**config.mk**
```make
export PLATFORM = sky130hd
export DESIGN_NAME = pbp_port
export DESIGN_NICKNAME = d
export VERILOG_FILES = /design/src/rtl/pbp_pkg.sv /design/src/rtl/pbp_ptr_reg.sv /design/src/rtl/pbp_addr_gen.sv /design/src/rtl/pbp_rsp.sv /design/src/rtl/pbp_port.sv
export SDC_FILE = /design/constraint.sdc
export NUM_CORES = 1
export LEC_CHECK = 0
export BUFFER_PORTS_ARGS = -buffer_cell sky130_fd_sc_hd__buf_2
export CAP_MARGIN = 20
export CORE_MARGIN = 2
export CORE_UTILIZATION = 50
export CTS_CLUSTER_SIZE = 12
export DETAILED_ROUTE_END_ITERATION = 7
export PLACE_DENSITY = 0.86
export SLEW_MARGIN = 30
export SYNTH_ARGS = -nofsm -noshare
export SYNTH_HDL_FRONTEND = slang
export SYNTH_SLANG_ARGS = --single-unit
```
**constraint.sdc**
```tcl
create_clock -name clk -period 2.9 [get_ports clk]
set_input_delay 0.145 -clock clk [delete_from_list [all_inputs] [get_ports clk]]
set_output_delay 0.145 -clock clk [all_outputs]
set_load 0.05 [all_outputs]
```
**src/rtl/pbp_pkg.sv**
```systemverilog
package pbp_pkg;

  typedef enum logic [1:0] {
    ACC_OTHER  = 2'd0,
    ACC_PTR_LO = 2'd1,
    ACC_PTR_HI = 2'd2,
    ACC_DATA   = 2'd3
  } acc_e;

  localparam int        PTR_W        = 16;
  localparam int        SEL_RX_BIT   = 15;
  localparam int        AUTO_INC_BIT = 14;
  localparam logic [7:0] HI_RD_MASK  = 8'hF7;

  function automatic acc_e classify(input logic [3:0] offs);
    case (offs)
      4'd6:                     return ACC_PTR_LO;
      4'd7:                     return ACC_PTR_HI;
      4'd8, 4'd9, 4'd10, 4'd11: return ACC_DATA;
      default:                  return ACC_OTHER;
    endcase
  endfunction

endpackage

```
**src/rtl/pbp_ptr_reg.sv**
```systemverilog
module pbp_ptr_reg
  import pbp_pkg::*;
#(
  parameter int OFF_W = 11
) (
  input  logic             clk,
  input  logic             rst_n,
  input  logic             wr_lo,
  input  logic             wr_hi,
  input  logic [7:0]       wdata,
  input  logic             data_acc,
  output logic [PTR_W-1:0] ptr
);

  logic [PTR_W-1:0] ptr_q;
  logic [PTR_W-1:0] ptr_d;

  always_comb begin
    ptr_d = ptr_q;
    if (wr_lo) begin
      ptr_d[7:0] = wdata;
    end else if (wr_hi) begin
      ptr_d[15:8] = wdata;
    end else if (data_acc && ptr_q[AUTO_INC_BIT]) begin
      ptr_d[OFF_W-1:0] = ptr_q[OFF_W-1:0] + OFF_W'(1);
    end
  end

  always_ff @(posedge clk) begin
    if (!rst_n) ptr_q <= '0;
    else        ptr_q <= ptr_d;
  end

  assign ptr = ptr_q;


  step_wrap_chk: assert property (@(posedge clk) disable iff (!rst_n)
    (data_acc && ptr_q[AUTO_INC_BIT] && !wr_lo && !wr_hi) |=>
      (ptr_q[OFF_W-1:0] == $past(ptr_q[OFF_W-1:0]) + OFF_W'(1)) &&
      (ptr_q[PTR_W-1:OFF_W] == $past(ptr_q[PTR_W-1:OFF_W])));


  fixed_keep_chk: assert property (@(posedge clk) disable iff (!rst_n)
    (data_acc && !ptr_q[AUTO_INC_BIT] && !wr_lo && !wr_hi) |=> $stable(ptr_q));


  lo_keeps_hi_chk: assert property (@(posedge clk) disable iff (!rst_n)
    wr_lo |=> (ptr_q[15:8] == $past(ptr_q[15:8])));


  hi_keeps_lo_chk: assert property (@(posedge clk) disable iff (!rst_n)
    (wr_hi && !wr_lo) |=> (ptr_q[7:0] == $past(ptr_q[7:0])));

endmodule

```
**src/rtl/pbp_addr_gen.sv**
```systemverilog
module pbp_addr_gen #(
  parameter int PAGE_W = 2,
  parameter int OFF_W  = 11
) (
  input  logic [PAGE_W-1:0]       host_page,
  input  logic [PAGE_W-1:0]       rx_head_page,
  input  logic                    sel_rx,
  input  logic                    auto_inc,
  input  logic [OFF_W-1:0]        ptr_off,
  input  logic [1:0]              win,
  output logic [PAGE_W+OFF_W-1:0] addr
);

  logic [PAGE_W-1:0] page;
  logic [OFF_W-1:0]  byte_off;

  always_comb begin
    page     = sel_rx ? rx_head_page : host_page;
    byte_off = auto_inc ? ptr_off : (ptr_off + OFF_W'(win));
    addr     = {page, byte_off};
  end

endmodule

```
**src/rtl/pbp_rsp.sv**
```systemverilog
module pbp_rsp (
  input  logic       clk,
  input  logic       rst_n,
  input  logic       ld,
  input  logic       ld_ram,
  input  logic [7:0] ld_byte,
  input  logic       rsp_ready,
  input  logic [7:0] ram_rdata,
  output logic       rsp_valid,
  output logic [7:0] rsp_data
);

  logic       valid_q;
  logic       from_ram_q;
  logic [7:0] byte_q;

  always_ff @(posedge clk) begin
    if (!rst_n) begin
      valid_q    <= 1'b0;
      from_ram_q <= 1'b0;
      byte_q     <= 8'h00;
    end else if (ld) begin
      valid_q    <= 1'b1;
      from_ram_q <= ld_ram;
      byte_q     <= ld_byte;
    end else if (rsp_ready) begin
      valid_q    <= 1'b0;
    end
  end

  assign rsp_valid = valid_q;
  assign rsp_data  = !valid_q ? 8'h00 : (from_ram_q ? ram_rdata : byte_q);


  load_to_valid_chk: assert property (@(posedge clk) disable iff (!rst_n)
    ld |=> rsp_valid);

endmodule

```
**src/rtl/pbp_port.sv**
```systemverilog
module pbp_port
  import pbp_pkg::*;
#(
  parameter int PAGE_W = 2,
  parameter int OFF_W  = 11
) (
  input  logic                    clk,
  input  logic                    rst_n,
  input  logic                    req_valid,
  output logic                    req_ready,
  input  logic                    req_write,
  input  logic [3:0]              req_offs,
  input  logic [7:0]              req_wdata,
  output logic                    rsp_valid,
  input  logic                    rsp_ready,
  output logic [7:0]              rsp_data,
  input  logic [PAGE_W-1:0]       host_page,
  input  logic [PAGE_W-1:0]       rx_head_page,
  output logic                    ram_en,
  output logic                    ram_we,
  output logic [PAGE_W+OFF_W-1:0] ram_addr,
  output logic [7:0]              ram_wdata,
  input  logic [7:0]              ram_rdata
);

  localparam int ADDR_W = PAGE_W + OFF_W;

  acc_e             kind;
  logic             accept;
  logic             wr_lo;
  logic             wr_hi;
  logic             data_acc;
  logic [PTR_W-1:0] ptr;
  logic [7:0]       reg_byte;
  logic [ADDR_W-1:0] addr;

  assign kind      = classify(req_offs);
  assign req_ready = !(rsp_valid && !rsp_ready);
  assign accept    = req_valid && req_ready;
  assign wr_lo     = accept && req_write && (kind == ACC_PTR_LO);
  assign wr_hi     = accept && req_write && (kind == ACC_PTR_HI);
  assign data_acc  = accept && (kind == ACC_DATA);

  pbp_ptr_reg #(.OFF_W(OFF_W)) ptr_i (
    .clk      (clk),
    .rst_n    (rst_n),
    .wr_lo    (wr_lo),
    .wr_hi    (wr_hi),
    .wdata    (req_wdata),
    .data_acc (data_acc),
    .ptr      (ptr)
  );

  pbp_addr_gen #(.PAGE_W(PAGE_W), .OFF_W(OFF_W)) addr_i (
    .host_page    (host_page),
    .rx_head_page (rx_head_page),
    .sel_rx       (ptr[SEL_RX_BIT]),
    .auto_inc     (ptr[AUTO_INC_BIT]),
    .ptr_off      (ptr[OFF_W-1:0]),
    .win          (req_offs[1:0]),
    .addr         (addr)
  );

  always_comb begin
    case (kind)
      ACC_PTR_LO: reg_byte = ptr[7:0];
      ACC_PTR_HI: reg_byte = ptr[15:8] & HI_RD_MASK;
      default:    reg_byte = 8'h00;
    endcase
  end

  pbp_rsp rsp_i (
    .clk       (clk),
    .rst_n     (rst_n),
    .ld        (accept && !req_write),
    .ld_ram    (kind == ACC_DATA),
    .ld_byte   (reg_byte),
    .rsp_ready (rsp_ready),
    .ram_rdata (ram_rdata),
    .rsp_valid (rsp_valid),
    .rsp_data  (rsp_data)
  );

  assign ram_en    = data_acc;
  assign ram_we    = data_acc && req_write;
  assign ram_wdata = req_wdata;
  assign ram_addr  = addr;


  rsp_hold_chk: assert property (@(posedge clk) disable iff (!rst_n)
    (rsp_valid && !rsp_ready) |=> (rsp_valid && $stable(rsp_data)));


  other_offs_chk: assert property (@(posedge clk) disable iff (!rst_n)
    (accept && (kind == ACC_OTHER)) |=> $stable(ptr));

endmodule

```
==> impl_table.tex, run 1 <==
\begin{tabular}{lr}
\hline
Metric & Value \\
\hline
\multicolumn{2}{l}{\textbf{Outcome}} \\
\quad Outcome & completed \\
\multicolumn{2}{l}{\textbf{Power and ir drop}} \\
\quad Tot Pwr & 699 uW \\
\quad Static leakage power & 0.833 nW \\
\quad Worst IR drop on VDD & 0.000178 V \\
\quad Power per unit of standard cell area & 336 nW/um\^{}2 \\
\multicolumn{2}{l}{\textbf{Setup path}} \\
\quad Critical path's top delay family & simple AND/OR/NAND/NOR gates \\
\quad Depth of the critical timing path with buffers and inverters included & 8 \\
\quad Signal arrival time at the worst endpoint & 2.54 ns \\
\quad Crit-path most repeated cell & nor2\_1 \\
\quad Worst flop-to-flop path endpoint & ptr\_i.ptr[10] \\
\quad Category of the most critical setup path & reg2out \\
\quad CP max FO & 8 \\
\quad Buf+Inv Stages, Crit Path & 2 \\
\quad CP Cell Sequence & ha\_1 > inv\_1 > fa\_1 > nor2\_1 > nand3\_1 > nor2\_1 > xor2\_1 > buf\_2 \\
\quad Number of cells on the worst reg-to-reg path & 5 \\
\quad Register-to-register setup slack & 1.06 ns \\
\quad Origin of the worst setup path & ptr\_i.ptr[0] \\
\quad CP max-delay cell & dfxtp\_1 \\
\quad Nature of the critical path endpoint & output pin \\
\quad Critical path endpoint & ram\_addr[10] \\
\quad Startpoint class of the critical path & flip-flop \\
\quad Worst reg2reg startpoint & rsp\_i.rsp\_valid \\
\quad Req. time, crit path & 2.76 ns \\
\quad Largest stage delay on the critical path & 0.54 ns \\
\multicolumn{2}{l}{\textbf{Global routing}} \\
\quad Number of antenna violations at the first check in global routing & 0 \\
\quad Wire length of the first global-routing pass & 7.09 mm \\
\quad GRT Overall Usage & 21.0\% \\
\quad Maximum number of pins on one net before global-route repair & 27 \\
\quad Total overflow reported by the global router & 0 \\
\quad Number of global-route vias before repair & 1528 \\
\multicolumn{2}{l}{\textbf{Synth}} \\
\quad Syn Nets & 262 \\
\quad Top cell type's share of synthesized area & 27.5\% \\
\quad Flop and latch count out of synthesis & 25 \\
\quad Most area-consuming cells after synthesis & dfxtp\_1 (28\%), mux2i\_1 (5.5\%), a21boi\_0 (5.4\%), a21oi\_1 (4.4\%), nand3\_1 (4.4\%) \\
\quad Dominant register cell in the synthesized netlist & dfxtp\_1 \\
\quad Main combinational cell family by area after synthesis & simple AND/OR/NAND/NOR gates \\
\quad Share of flip-flops with an asynchronous set or reset after synthesis & 0\% \\
\quad Area fraction in compound gates after synthesis & 18.3\% \\
\quad Simple-gate share of the synthesized area & 25.1\% \\
\quad Adder-cell area share of the yosys netlist & 5.23\% \\
\quad Synth Warn \# & 0 \\
\quad Mux contribution to synthesized area & 7.37\% \\
\quad Count of flip-flops with a built-in enable after synthesis & 0 \\
\quad Library cells used by synthesis & 37 \\
\quad Synthesized netlist cell count & 226 \\
\quad Xor and xnor fraction of the mapped netlist area & 7.71\% \\
\quad Sequential element share of the synthesized area & 27.5\% \\
\quad Cell area after synthesis & 1820 um\^{}2 \\
\quad Mean Syn Cell Area & 8.04 um\^{}2 \\
\quad Largest area contributor in the synthesized netlist & dfxtp\_1 \\
\multicolumn{2}{l}{\textbf{Final layout}} \\
\quad Leading cell type in the layout, fill and taps excluded & buf\_2 \\
\quad Layout cell share with drive strength beyond 1 & 27.6\% \\
\quad End-of-flow core utilization & 60.8\% \\
\quad Final layout net count & 305 \\
\quad Commonest non-fill, non-tap cells in the layout & buf\_2 (61), dfxtp\_1 (25), nand2\_1 (21) \\
\quad Design Area, Final & 2080 um\^{}2 \\
\quad \# diodes & 0 \\
\quad Area added between synthesis and finish & 14.4\% \\
\multicolumn{2}{l}{\textbf{STA}} \\
\quad Measured slew at the worst slew-check pin & 0.523 ns \\
\quad Setup repair after global routing missed its margin & no \\
\quad Slew HR & 65.0\% \\
\quad Share of the cycle needed by the critical path after routing & 92.4\% \\
\quad Highest clock rate & 373 MHz \\
\quad Number of endpoints with negative hold slack in the final report & 0 \\
\quad Worst clock skew on the final layout & 0.00163 ns \\
\quad Final TNS setup & 0 ns \\
\quad Number of pins exceeding their max-slew limit in the final report & 0 \\
\quad Hold Slack & 0.0739 ns \\
\quad Total of endpoints with negative setup slack in the final report & 0 \\
\quad Minimum clock period after layout & 2.68 ns \\
\multicolumn{2}{l}{\textbf{Clock network}} \\
\quad Insertion delay to the later sink of the worst-skew pair & 0.33 ns \\
\quad Number of gates resized after cts & 0 \\
\quad Clk root buf & clkbuf\_4 \\
\quad Post-CTS Setup Bufs & 0 \\
\quad CTS H-tree lvls & 1 \\
\quad Number of buffers inserted by hold repair at cts & 0 \\
\quad Count of clock tree sinks & 25 \\
\quad Number of buffers between clock root and the deepest sink & 2 \\
\quad Number of buffers created by CTS & 3 \\
\quad TritonCTS clock tree & done \\
\quad Clock-pin slew on the worst setup and hold paths & 0.15 ns \\
\multicolumn{2}{l}{\textbf{Floorplan}} \\
\quad Height of the chip & 64.3 um \\
\quad IO Count & 62 \\
\quad Total Die Area & 4130 um\^{}2 \\
\quad Area inside the core boundary & 3420 um\^{}2 \\
\quad Std cell rows & 21 \\
\quad Initial cell density of the core & 53.2\% \\
\quad Die Span X & 64.3 um \\
\multicolumn{2}{l}{\textbf{Place}} \\
\quad Port Buffer Count & 61 \\
\quad Cell area after placement & 2050 um\^{}2 \\
\quad Half-perimeter wire length after placement & 3.23 mm \\
\quad Routability Congestion & 0.878 \\
\multicolumn{2}{l}{\textbf{Route}} \\
\quad First-pass DRT Iterations & 4 \\
\quad Average routed wire per standard cell & 13.2 um \\
\quad Via count normalized by instance count & 5.59 \\
\quad Total vias in the final route & 1754 \\
\quad Number of DRC markers after the initial detailed-route iteration & 78 \\
\quad \# DRC & 0 \\
\quad Post-DRT Antenna Nets & 0 \\
\quad Routed Wire Length & 4.15 mm \\
\multicolumn{2}{l}{\textbf{Run}} \\
\quad Max-cap check violation count & 0 \\
\multicolumn{2}{l}{\textbf{Worst hold path}} \\
\quad Min-delay worst type & in2reg \\
\hline
\end{tabular}
[how the worst min path moves through the flow]
stage	start	end	cells after the start
floorplan	req_wdata[4]	ptr_i.ptr[12]	2
global placement	req_wdata[5]	ptr_i.ptr[13]	3
detailed placement	req_wdata[4]	ptr_i.ptr[12]	3
CTS	req_wdata[4]	ptr_i.ptr[12]	3
global route	req_wdata[4]	ptr_i.ptr[12]	3
finish	req_wdata[4]	ptr_i.ptr[12]	3
[flip-flops by register name, summed over array words and instances, names as in the netlist]
name,flops
ptr_i.ptr,15
rsp_i.byte_q,8
rsp_i.from_ram_q,1
rsp_i.rsp_valid,1
[worst min-delay path: stages]
cell and delay [ns]:
buf_2 0.12, nand2_1 0.05, a21boi_0 0.06
[report_power, final]
part	switching, mW	internal (mW)
Combinational	0.112	0.0526
Sequential	0.0130	0.350
Clock	0.118	0.0530
[cells by family after synthesis]
kind of cell	Yosys count
multiplexers	13
adder cells (fa/ha/maj)	7
buffers and inverters	29
AO/OA/AOI/OAI	53
XOR/XNOR	16
flip-flops	25
AND/OR/NAND/NOR	83
[synth_stat cells (2+ instances only)]
| library cell | count |
|---|---|
| a21oi_1 | 16 |
| a21boi_0 | 13 |
| nand2_1 | 21 |
| nand2b_1 | 4 |
| o21ai_0 | 13 |
| and3_1 | 3 |
| nand3_1 | 16 |
| mux2_2 | 3 |
| nand4_1 | 7 |
| xor2_1 | 7 |
| nor2b_1 | 9 |
| xnor2_1 | 9 |
| mux2i_1 | 10 |
| nor2_1 | 8 |
| buf_4 | 8 |
| buf_2 | 3 |
| a22o_1 | 7 |
| clkbuf_1 | 11 |
| inv_1 | 5 |
| buf_6 | 2 |
| dfxtp_1 | 25 |
| or2_2 | 2 |
| nor3_1 | 4 |
| and4_1 | 2 |
| ha_1 | 6 |
[cell type report]
class                      count  area (um^2)
timing repair buffer          62          313
sequential                    25          500
fill                         332         1340
inverter                       5         18.8
multi-input combinational    172         1160
tap                           46         57.6
clock inverter                 1         7.51
clock buffer                   3         22.5
[metal layers]
layer  vias to the layer above  track usage [%]  wire length [um]
li1                        876                -                 -
met1                       804             27.8              1870
met2                        69             36.5              1950
met3                         5             2.82               295
met4                         0             3.99                31
met5                         -                0                 0
[per-stage QoR]
stage | setup slack (ns) | std cells
floorplan | 0.508 | 226
global placement | 0.511 | 310
detailed placement | 0.388 | 310
CTS | 0.245 | 314
global route | 0.0142 | 314
finish | 0.219 | 314
Power figures use the tool's default switching activity.
==> run 2, diff against run 1 <==
--- a/config.mk
+++ b/config.mk
@@ -8,4 +8,5 @@
 export BUFFER_PORTS_ARGS = -buffer_cell sky130_fd_sc_hd__buf_2
 export CAP_MARGIN = 20
+export CORE_ASPECT_RATIO = 1.2
 export CORE_MARGIN = 2
 export CORE_UTILIZATION = 50
@@ -13,4 +14,5 @@
 export DETAILED_ROUTE_END_ITERATION = 7
 export PLACE_DENSITY = 0.86
+export SKIP_LAST_GASP = 1
 export SLEW_MARGIN = 30
 export SYNTH_ARGS = -nofsm -noshare
==> constraint.sdc (replaced) <==
create_clock -name clk -period 2.9 [get_ports clk]
set_input_delay 0 -clock clk [delete_from_list [all_inputs] [get_ports clk]]
set_output_delay 0 -clock clk [all_outputs]
set_load 0.05 [all_outputs]
==> impl_table.tex, run 2 (synthesis gave the netlist of run 1 again) <==
\begin{tabular}{lr}
\hline
Metric & Value \\
\hline
\multicolumn{2}{l}{\textbf{Outcome}} \\
\quad Outcome & completed \\
\multicolumn{2}{l}{\textbf{Route}} \\
\quad First-pass DRT Iterations & 5 \\
\quad Via count normalized by instance count & 5.72 \\
\quad Total vias in the final route & 1762 \\
\quad \# DRC & 0 \\
\quad Average routed wire per standard cell & 13.7 um \\
\quad Number of DRC markers after the initial detailed-route iteration & 70 \\
\quad Post-DRT Antenna Nets & 0 \\
\quad Routed Wire Length & 4.23 mm \\
\multicolumn{2}{l}{\textbf{Clock network}} \\
\quad Number of buffers created by CTS & 3 \\
\quad Post-CTS Setup Bufs & 0 \\
\quad CTS H-tree lvls & 1 \\
\quad TritonCTS clock tree & done \\
\quad Count of clock tree sinks & 25 \\
\quad Number of buffers between clock root and the deepest sink & 2 \\
\quad Clk root buf & clkbuf\_8 \\
\quad Insertion delay to the later sink of the worst-skew pair & 0.27 ns \\
\quad Clock-pin slew on the worst setup and hold paths & 0.09 ns \\
\multicolumn{2}{l}{\textbf{Setup path}} \\
\quad Depth of the critical timing path with buffers and inverters included & 8 \\
\quad Buf+Inv Stages, Crit Path & 2 \\
\quad Critical path endpoint & ram\_addr[10] \\
\quad Category of the most critical setup path & reg2out \\
\quad Origin of the worst setup path & ptr\_i.ptr[0] \\
\quad Register-to-register setup slack & 1.06 ns \\
\quad Worst reg2reg startpoint & rsp\_i.rsp\_valid \\
\quad Worst flop-to-flop path endpoint & ptr\_i.ptr[10] \\
\quad Req. time, crit path & 2.90 ns \\
\quad Critical path's top delay family & simple AND/OR/NAND/NOR gates \\
\quad CP max-delay cell & dfxtp\_1 \\
\quad Nature of the critical path endpoint & output pin \\
\quad Number of cells on the worst reg-to-reg path & 5 \\
\quad CP max FO & 8 \\
\quad Largest stage delay on the critical path & 0.49 ns \\
\quad CP Cell Sequence & ha\_1 > inv\_1 > fa\_1 > nor2\_1 > nand3\_1 > nor2\_1 > xor2\_1 > buf\_2 \\
\quad Crit-path most repeated cell & nor2\_1 \\
\quad Signal arrival time at the worst endpoint & 2.43 ns \\
\quad Startpoint class of the critical path & flip-flop \\
\multicolumn{2}{l}{\textbf{Place}} \\
\quad Cell area after placement & 2040 um\^{}2 \\
\quad Half-perimeter wire length after placement & 3.26 mm \\
\quad Port Buffer Count & 61 \\
\quad Cells after DPL & 303 \\
\quad Routability Congestion & 0.868 \\
\multicolumn{2}{l}{\textbf{Final layout}} \\
\quad Design Area, Final & 2100 um\^{}2 \\
\quad Final standard cell count with taps included and fillers excluded & 308 \\
\quad Area added between synthesis and finish & 15.4\% \\
\quad Layout cell share with drive strength beyond 1 & 27.5\% \\
\quad \# diodes & 0 \\
\quad Sequential cell area & 500 um\^{}2 \\
\quad Final-layout fill cell count & 350 \\
\quad Final layout net count & 306 \\
\quad Leading cell type in the layout, fill and taps excluded & buf\_2 \\
\quad End-of-flow core utilization & 59.1\% \\
\quad Flip-flop count of the largest register after layout & 15 \\
\quad Commonest non-fill, non-tap cells in the layout & buf\_2 (61), dfxtp\_1 (25), nand2\_1 (21) \\
\quad Area of the multi-input gates & 1160 um\^{}2 \\
\multicolumn{2}{l}{\textbf{STA}} \\
\quad Measured slew at the worst slew-check pin & 0.495 ns \\
\quad Number of pins exceeding their max-slew limit in the final report & 0 \\
\quad Hold Slack & 0.000157 ns \\
\quad Total of endpoints with negative setup slack in the final report & 0 \\
\quad Minimum clock period after layout & 2.43 ns \\
\quad Final TNS setup & 0 ns \\
\quad Setup repair after global routing missed its margin & no \\
\quad Number of endpoints with negative hold slack in the final report & 0 \\
\quad Worst clock skew on the final layout & 0.00104 ns \\
\quad Highest clock rate & 411 MHz \\
\quad Share of the cycle needed by the critical path after routing & 83.9\% \\
\quad Slew HR & 66.9\% \\
\multicolumn{2}{l}{\textbf{Floorplan}} \\
\quad IO Count & 62 \\
\quad Height of the chip & 70.0 um \\
\quad Initial cell density of the core & 51.3\% \\
\quad Area inside the core boundary & 3540 um\^{}2 \\
\quad Std cell rows & 24 \\
\quad Die Span X & 59.0 um \\
\quad Total Die Area & 4130 um\^{}2 \\
\multicolumn{2}{l}{\textbf{Power and ir drop}} \\
\quad Static leakage power & 0.849 nW \\
\quad Internal power & 499 uW \\
\quad Sequential power share & 49.1\% \\
\quad Worst IR drop on VDD & 0.000203 V \\
\quad Switching power & 240 uW \\
\quad Share of power burned in the clock network & 28.5\% \\
\quad Switching part of the total & 32.5\% \\
\quad Fraction of power consumed by combinational cells & 22.4\% \\
\quad Power per unit of standard cell area & 353 nW/um\^{}2 \\
\multicolumn{2}{l}{\textbf{Global routing}} \\
\quad Number of antenna violations at the first check in global routing & 0 \\
\quad Total overflow reported by the global router & 0 \\
\quad Number of global-route vias before repair & 1653 \\
\quad Wire length of the first global-routing pass & 7.06 mm \\
\quad GRT Overall Usage & 21.1\% \\
\quad Maximum number of pins on one net before global-route repair & 27 \\
\multicolumn{2}{l}{\textbf{Run}} \\
\quad Max-cap check violation count & 0 \\
\multicolumn{2}{l}{\textbf{Worst hold path}} \\
\quad Min-delay worst type & in2reg \\
\hline
\end{tabular}
[run 2: cell types whose count changed in the layout (fill, tap and decap cells not counted)]
cell	change
clkinvlp_4	-1
dlygate4sd3_1	+1
clkbuf_8	+3
clkbuf_4	-3
clkinv_2	+1
[run 2: final cells by class]
cell class | instances | area share, %
clock inverter | 1 | 0.239
multi-input combinational | 172 | 55.3
timing repair buffer | 63 | 15.4
clock buffer | 3 | 1.97
tap | 39 | 2.33
inverter | 5 | 0.896
sequential | 25 | 23.9
[run 2: power groups by stage]
stage	Combinational (mW)	Clock [mW]	Sequential (mW)
after floorplan	0.129	0	0.365
after global placement	0.162	0	0.370
after detailed placement	0.165	0	0.370
after CTS	0.166	0.212	0.362
after global routing	0.179	0.223	0.364
final	0.166	0.211	0.363
[run 2: worst reg2reg max path, stage by stage (launching register included)]
cell and delay, ns:
dfxtp_1 0.38, nand2b_1 0.30, nand4_1 0.41, a21oi_1 0.39
nand2b_1 0.17, o21ai_0 0.08
[run 2: metal layers]
layer	up-vias	share of wire, %	track usage, %	routed length (um)
met3	7	5.4	2.59	229
li1	874	-	-	-
met1	808	42	25.4	1780
met5	-	0	0	0
met2	73	51	37.3	2150
met4	0	1.6	7.32	68
[run 2: stage by stage]
step	power (mW)	setup WS [ns]
after floorplan	0.494	0.653
after global placement	0.532	0.652
after detailed placement	0.535	0.574
after CTS	0.741	0.478
after global routing	0.765	0.269
final	0.739	0.466
[run 2: how the worst min path moves through the flow]
stage,from,endpoint,cells past startpoint
CTS,req_wdata[5],ptr_i.ptr[13],3
global route,req_wdata[5],ptr_i.ptr[13],3
global placement,req_wdata[5],ptr_i.ptr[13],3
floorplan,req_wdata[4],ptr_i.ptr[12],2
finish,req_wdata[5],ptr_i.ptr[13],3
detailed placement,req_wdata[7],ptr_i.ptr[15],3
[run 2: repair_timing]
action                                 in CTS  in global routing
hold buffers                                1                  0
resized for setup                           0                  0
endpoints found under the hold margin       1                  0
==> run 3, diff against run 2 <==
- CORE_UTILIZATION: 50 -> 45
- PLACE_DENSITY: 0.86 -> 0.82
- clock period: 2.9 -> 2.06 ns (I/O delays scaled with it)
==> impl_table.tex, run 3 (synthesis gave the netlist of run 1 again) <==
\begin{tabular}{lr}
\hline
Metric & Value \\
\hline
\multicolumn{2}{l}{\textbf{Global routing}} \\
\quad Wire length of the first global-routing pass & 7.16 mm \\
\quad Number of global-route vias before repair & 1646 \\
\quad Maximum number of pins on one net before global-route repair & 27 \\
\quad GRT Overall Usage & 20.1\% \\
\quad Total overflow reported by the global router & 0 \\
\quad Number of antenna violations at the first check in global routing & 0 \\
\multicolumn{2}{l}{\textbf{Floorplan}} \\
\quad Height of the chip & 73.6 um \\
\quad Initial cell density of the core & 46.5\% \\
\quad Die Span X & 62 um \\
\quad IO Count & 62 \\
\quad Std cell rows & 25 \\
\quad Total Die Area & 4560 um\^{}2 \\
\quad Area inside the core boundary & 3910 um\^{}2 \\
\multicolumn{2}{l}{\textbf{Setup path}} \\
\quad Startpoint class of the critical path & flip-flop \\
\quad Worst reg2reg startpoint & rsp\_i.rsp\_valid \\
\quad Crit-path most repeated cell & buf\_4 \\
\quad CP max FO & 6 \\
\quad Signal arrival time at the worst endpoint & 1.99 ns \\
\quad Nature of the critical path endpoint & output pin \\
\quad Register-to-register setup slack & 0.30 ns \\
\quad CP max-delay cell & dfxtp\_2 \\
\quad Number of cells on the worst reg-to-reg path & 5 \\
\quad Category of the most critical setup path & reg2out \\
\quad Critical path's top delay family & buffers and inverters \\
\quad Buf+Inv Stages, Crit Path & 3 \\
\quad Req. time, crit path & 2.06 ns \\
\quad Largest stage delay on the critical path & 0.33 ns \\
\quad CP Cell Sequence & buf\_6 > ha\_1 > a21oi\_1 > nor3b\_2 > buf\_4 > nand4\_1 > xnor2\_1 > buf\_4 \\
\quad Worst flop-to-flop path endpoint & ptr\_i.ptr[8] \\
\multicolumn{2}{l}{\textbf{Route}} \\
\quad Total vias in the final route & 1794 \\
\quad Routed Wire Length & 4.44 mm \\
\quad Post-DRT Antenna Nets & 0 \\
\quad Amount of wire on met2 after detailed routing & 2.33 mm \\
\quad Top metal layer carrying routed signals & met4 \\
\quad Via count normalized by instance count & 5.36 \\
\quad Met3 wire len & 287 um \\
\quad \# DRC & 0 \\
\quad Met1 WL & 1.75 mm \\
\quad Number of DRC markers after the initial detailed-route iteration & 78 \\
\quad First-pass DRT Iterations & 4 \\
\quad Average routed wire per standard cell & 13.3 um \\
\multicolumn{2}{l}{\textbf{Power and ir drop}} \\
\quad Static leakage power & 0.929 nW \\
\quad Switching part of the total & 31.9\% \\
\quad Sequential power share & 48.1\% \\
\quad Worst IR drop on VDD & 0.000235 V \\
\quad Share of power burned in the clock network & 27.6\% \\
\quad Switching power & 336 uW \\
\quad Power per unit of standard cell area & 457 nW/um\^{}2 \\
\quad Internal power & 718 uW \\
\quad Fraction of power consumed by combinational cells & 24.3\% \\
\multicolumn{2}{l}{\textbf{Clock network}} \\
\quad Number of buffers between clock root and the deepest sink & 2 \\
\quad CTS H-tree lvls & 1 \\
\quad Number of buffers created by CTS & 3 \\
\quad Clock-pin slew on the worst setup and hold paths & 0.09 ns \\
\quad Clk root buf & clkbuf\_8 \\
\quad Count of clock tree sinks & 25 \\
\quad Insertion delay to the later sink of the worst-skew pair & 0.27 ns \\
\quad TritonCTS clock tree & done \\
\quad Number of buffers inserted by hold repair at cts & 0 \\
\multicolumn{2}{l}{\textbf{Worst hold path}} \\
\quad Hold path cells & 3 \\
\quad Min-delay worst type & in2reg \\
\quad Worst Hold End & ptr\_i.ptr[15] \\
\quad Launch instance of the worst min-delay path & req\_wdata[7] \\
\multicolumn{2}{l}{\textbf{STA}} \\
\quad Share of the cycle needed by the critical path after routing & 96.4\% \\
\quad Highest clock rate & 503 MHz \\
\quad Hold Slack & 0.00703 ns \\
\quad Measured slew at the worst slew-check pin & 0.536 ns \\
\quad Slew HR & 64.1\% \\
\quad Setup repair after global routing missed its margin & yes \\
\quad Total of endpoints with negative setup slack in the final report & 0 \\
\quad Final TNS setup & 0 ns \\
\quad Worst path setup slack after routing & 0.0736 ns \\
\quad Number of pins exceeding their max-slew limit in the final report & 0 \\
\quad Number of endpoints with negative hold slack in the final report & 0 \\
\quad Worst clock skew on the final layout & 0.00354 ns \\
\quad Minimum clock period after layout & 1.99 ns \\
\multicolumn{2}{l}{\textbf{Final layout}} \\
\quad Commonest non-fill, non-tap cells in the layout & buf\_2 (56), dfxtp\_1 (24), nand2\_1 (21) \\
\quad \# diodes & 0 \\
\quad Layout cell share with drive strength beyond 1 & 34.9\% \\
\quad Final layout net count & 318 \\
\quad Flip-flop count of the largest register after layout & 15 \\
\quad Leading cell type in the layout, fill and taps excluded & buf\_2 \\
\quad Area added between synthesis and finish & 27.0\% \\
\quad Final-layout fill cell count & 349 \\
\quad Design Area, Final & 2310 um\^{}2 \\
\quad End-of-flow core utilization & 59.0\% \\
\multicolumn{2}{l}{\textbf{Place}} \\
\quad Half-perimeter wire length after placement & 3.45 mm \\
\quad Routability Congestion & 0.876 \\
\quad Worst slack at placement & 0.0279 ns \\
\quad Port Buffer Count & 61 \\
\quad Cell area after placement & 2170 um\^{}2 \\
\multicolumn{2}{l}{\textbf{Run}} \\
\quad Max-cap check violation count & 0 \\
\multicolumn{2}{l}{\textbf{Outcome}} \\
\quad Outcome & completed \\
\hline
\end{tabular}
==> run 3: changes by cell type in the layout (fill, tap and decap cells not counted), sizes merged <==
cell         previous run  this run
clkinv                  1         0
buf                    62        75
dlygate4sd3             1         0
clkbuf                  3         4
==> run 3: how the worst max path moves through the flow <==
| stage | startpoint | endpoint | slack [ns] | cells past startpoint |
|---|---|---|---|---|
| 5_1_grt | ptr_i.ptr[1] | ram_addr[9] | -0.03 | 8 |
| 4_1_cts | ptr_i.ptr[0] | ram_addr[8] | -0.03 | 8 |
| 2_1_floorplan | ptr_i.ptr[0] | ram_addr[10] | -0.004 | 7 |
| 6_report | ptr_i.ptr[1] | ram_addr[9] | 0.07 | 8 |
| 3_5_place_dp | req_offs[1] | ptr_i.ptr[8] | 0.03 | 9 |
| 3_3_place_gp | req_offs[1] | ptr_i.ptr[3] | 0.11 | 9 |
==> run 3: final cells by class <==
| type | instances | area, um^2 | area share (%) |
|---|---|---|---|
| sequential | 25 | 502 | 21.7 |
| tap | 54 | 67.6 | 2.93 |
| multi-input combinational | 172 | 1240 | 53.6 |
| clock buffer | 4 | 45.0 | 1.95 |
| inverter | 5 | 18.8 | 0.813 |
| timing repair buffer | 75 | 438 | 19.0 |
==> run 3: worst min-delay path, stage by stage <==
cell and delay (ns):
buf_2 0.11, nand2_1 0.05, a21boi_0 0.07
==> run 3: metal layers <==
metal / global-route usage, % / vias to the layer above
met3: 2.99 / 8
met1: 23.4 / 812
li1: - / 903
met5: 0 / -
met4: 6.15 / 0
met2: 36.5 / 71
==> run 3: power groups by stage <==
stage,logic [mW],clock network [mW],registers [mW]
CTS,0.253,0.296,0.506
global route,0.276,0.309,0.508
finish,0.256,0.291,0.506
global placement,0.246,0,0.517
detailed placement,0.250,0,0.517
floorplan,0.184,0,0.514
==> run 3: what timing repair did <==
action / in CTS / in global routing
setup endpoints to repair: 5 / 7
setup buffers: 0 / 2
gates cloned: 0 / 0
pin swaps: 0 / 3
gates resized for setup: 6 / 15
==> run 3: stage by stage <==
| step | power, mW | cells |
|---|---|---|
| finish | 1.05 | 335 |
| global route | 1.09 | 335 |
| CTS | 1.05 | 333 |
| detailed placement | 0.767 | 329 |
| global placement | 0.762 | 329 |
| floorplan | 0.697 | 226 |
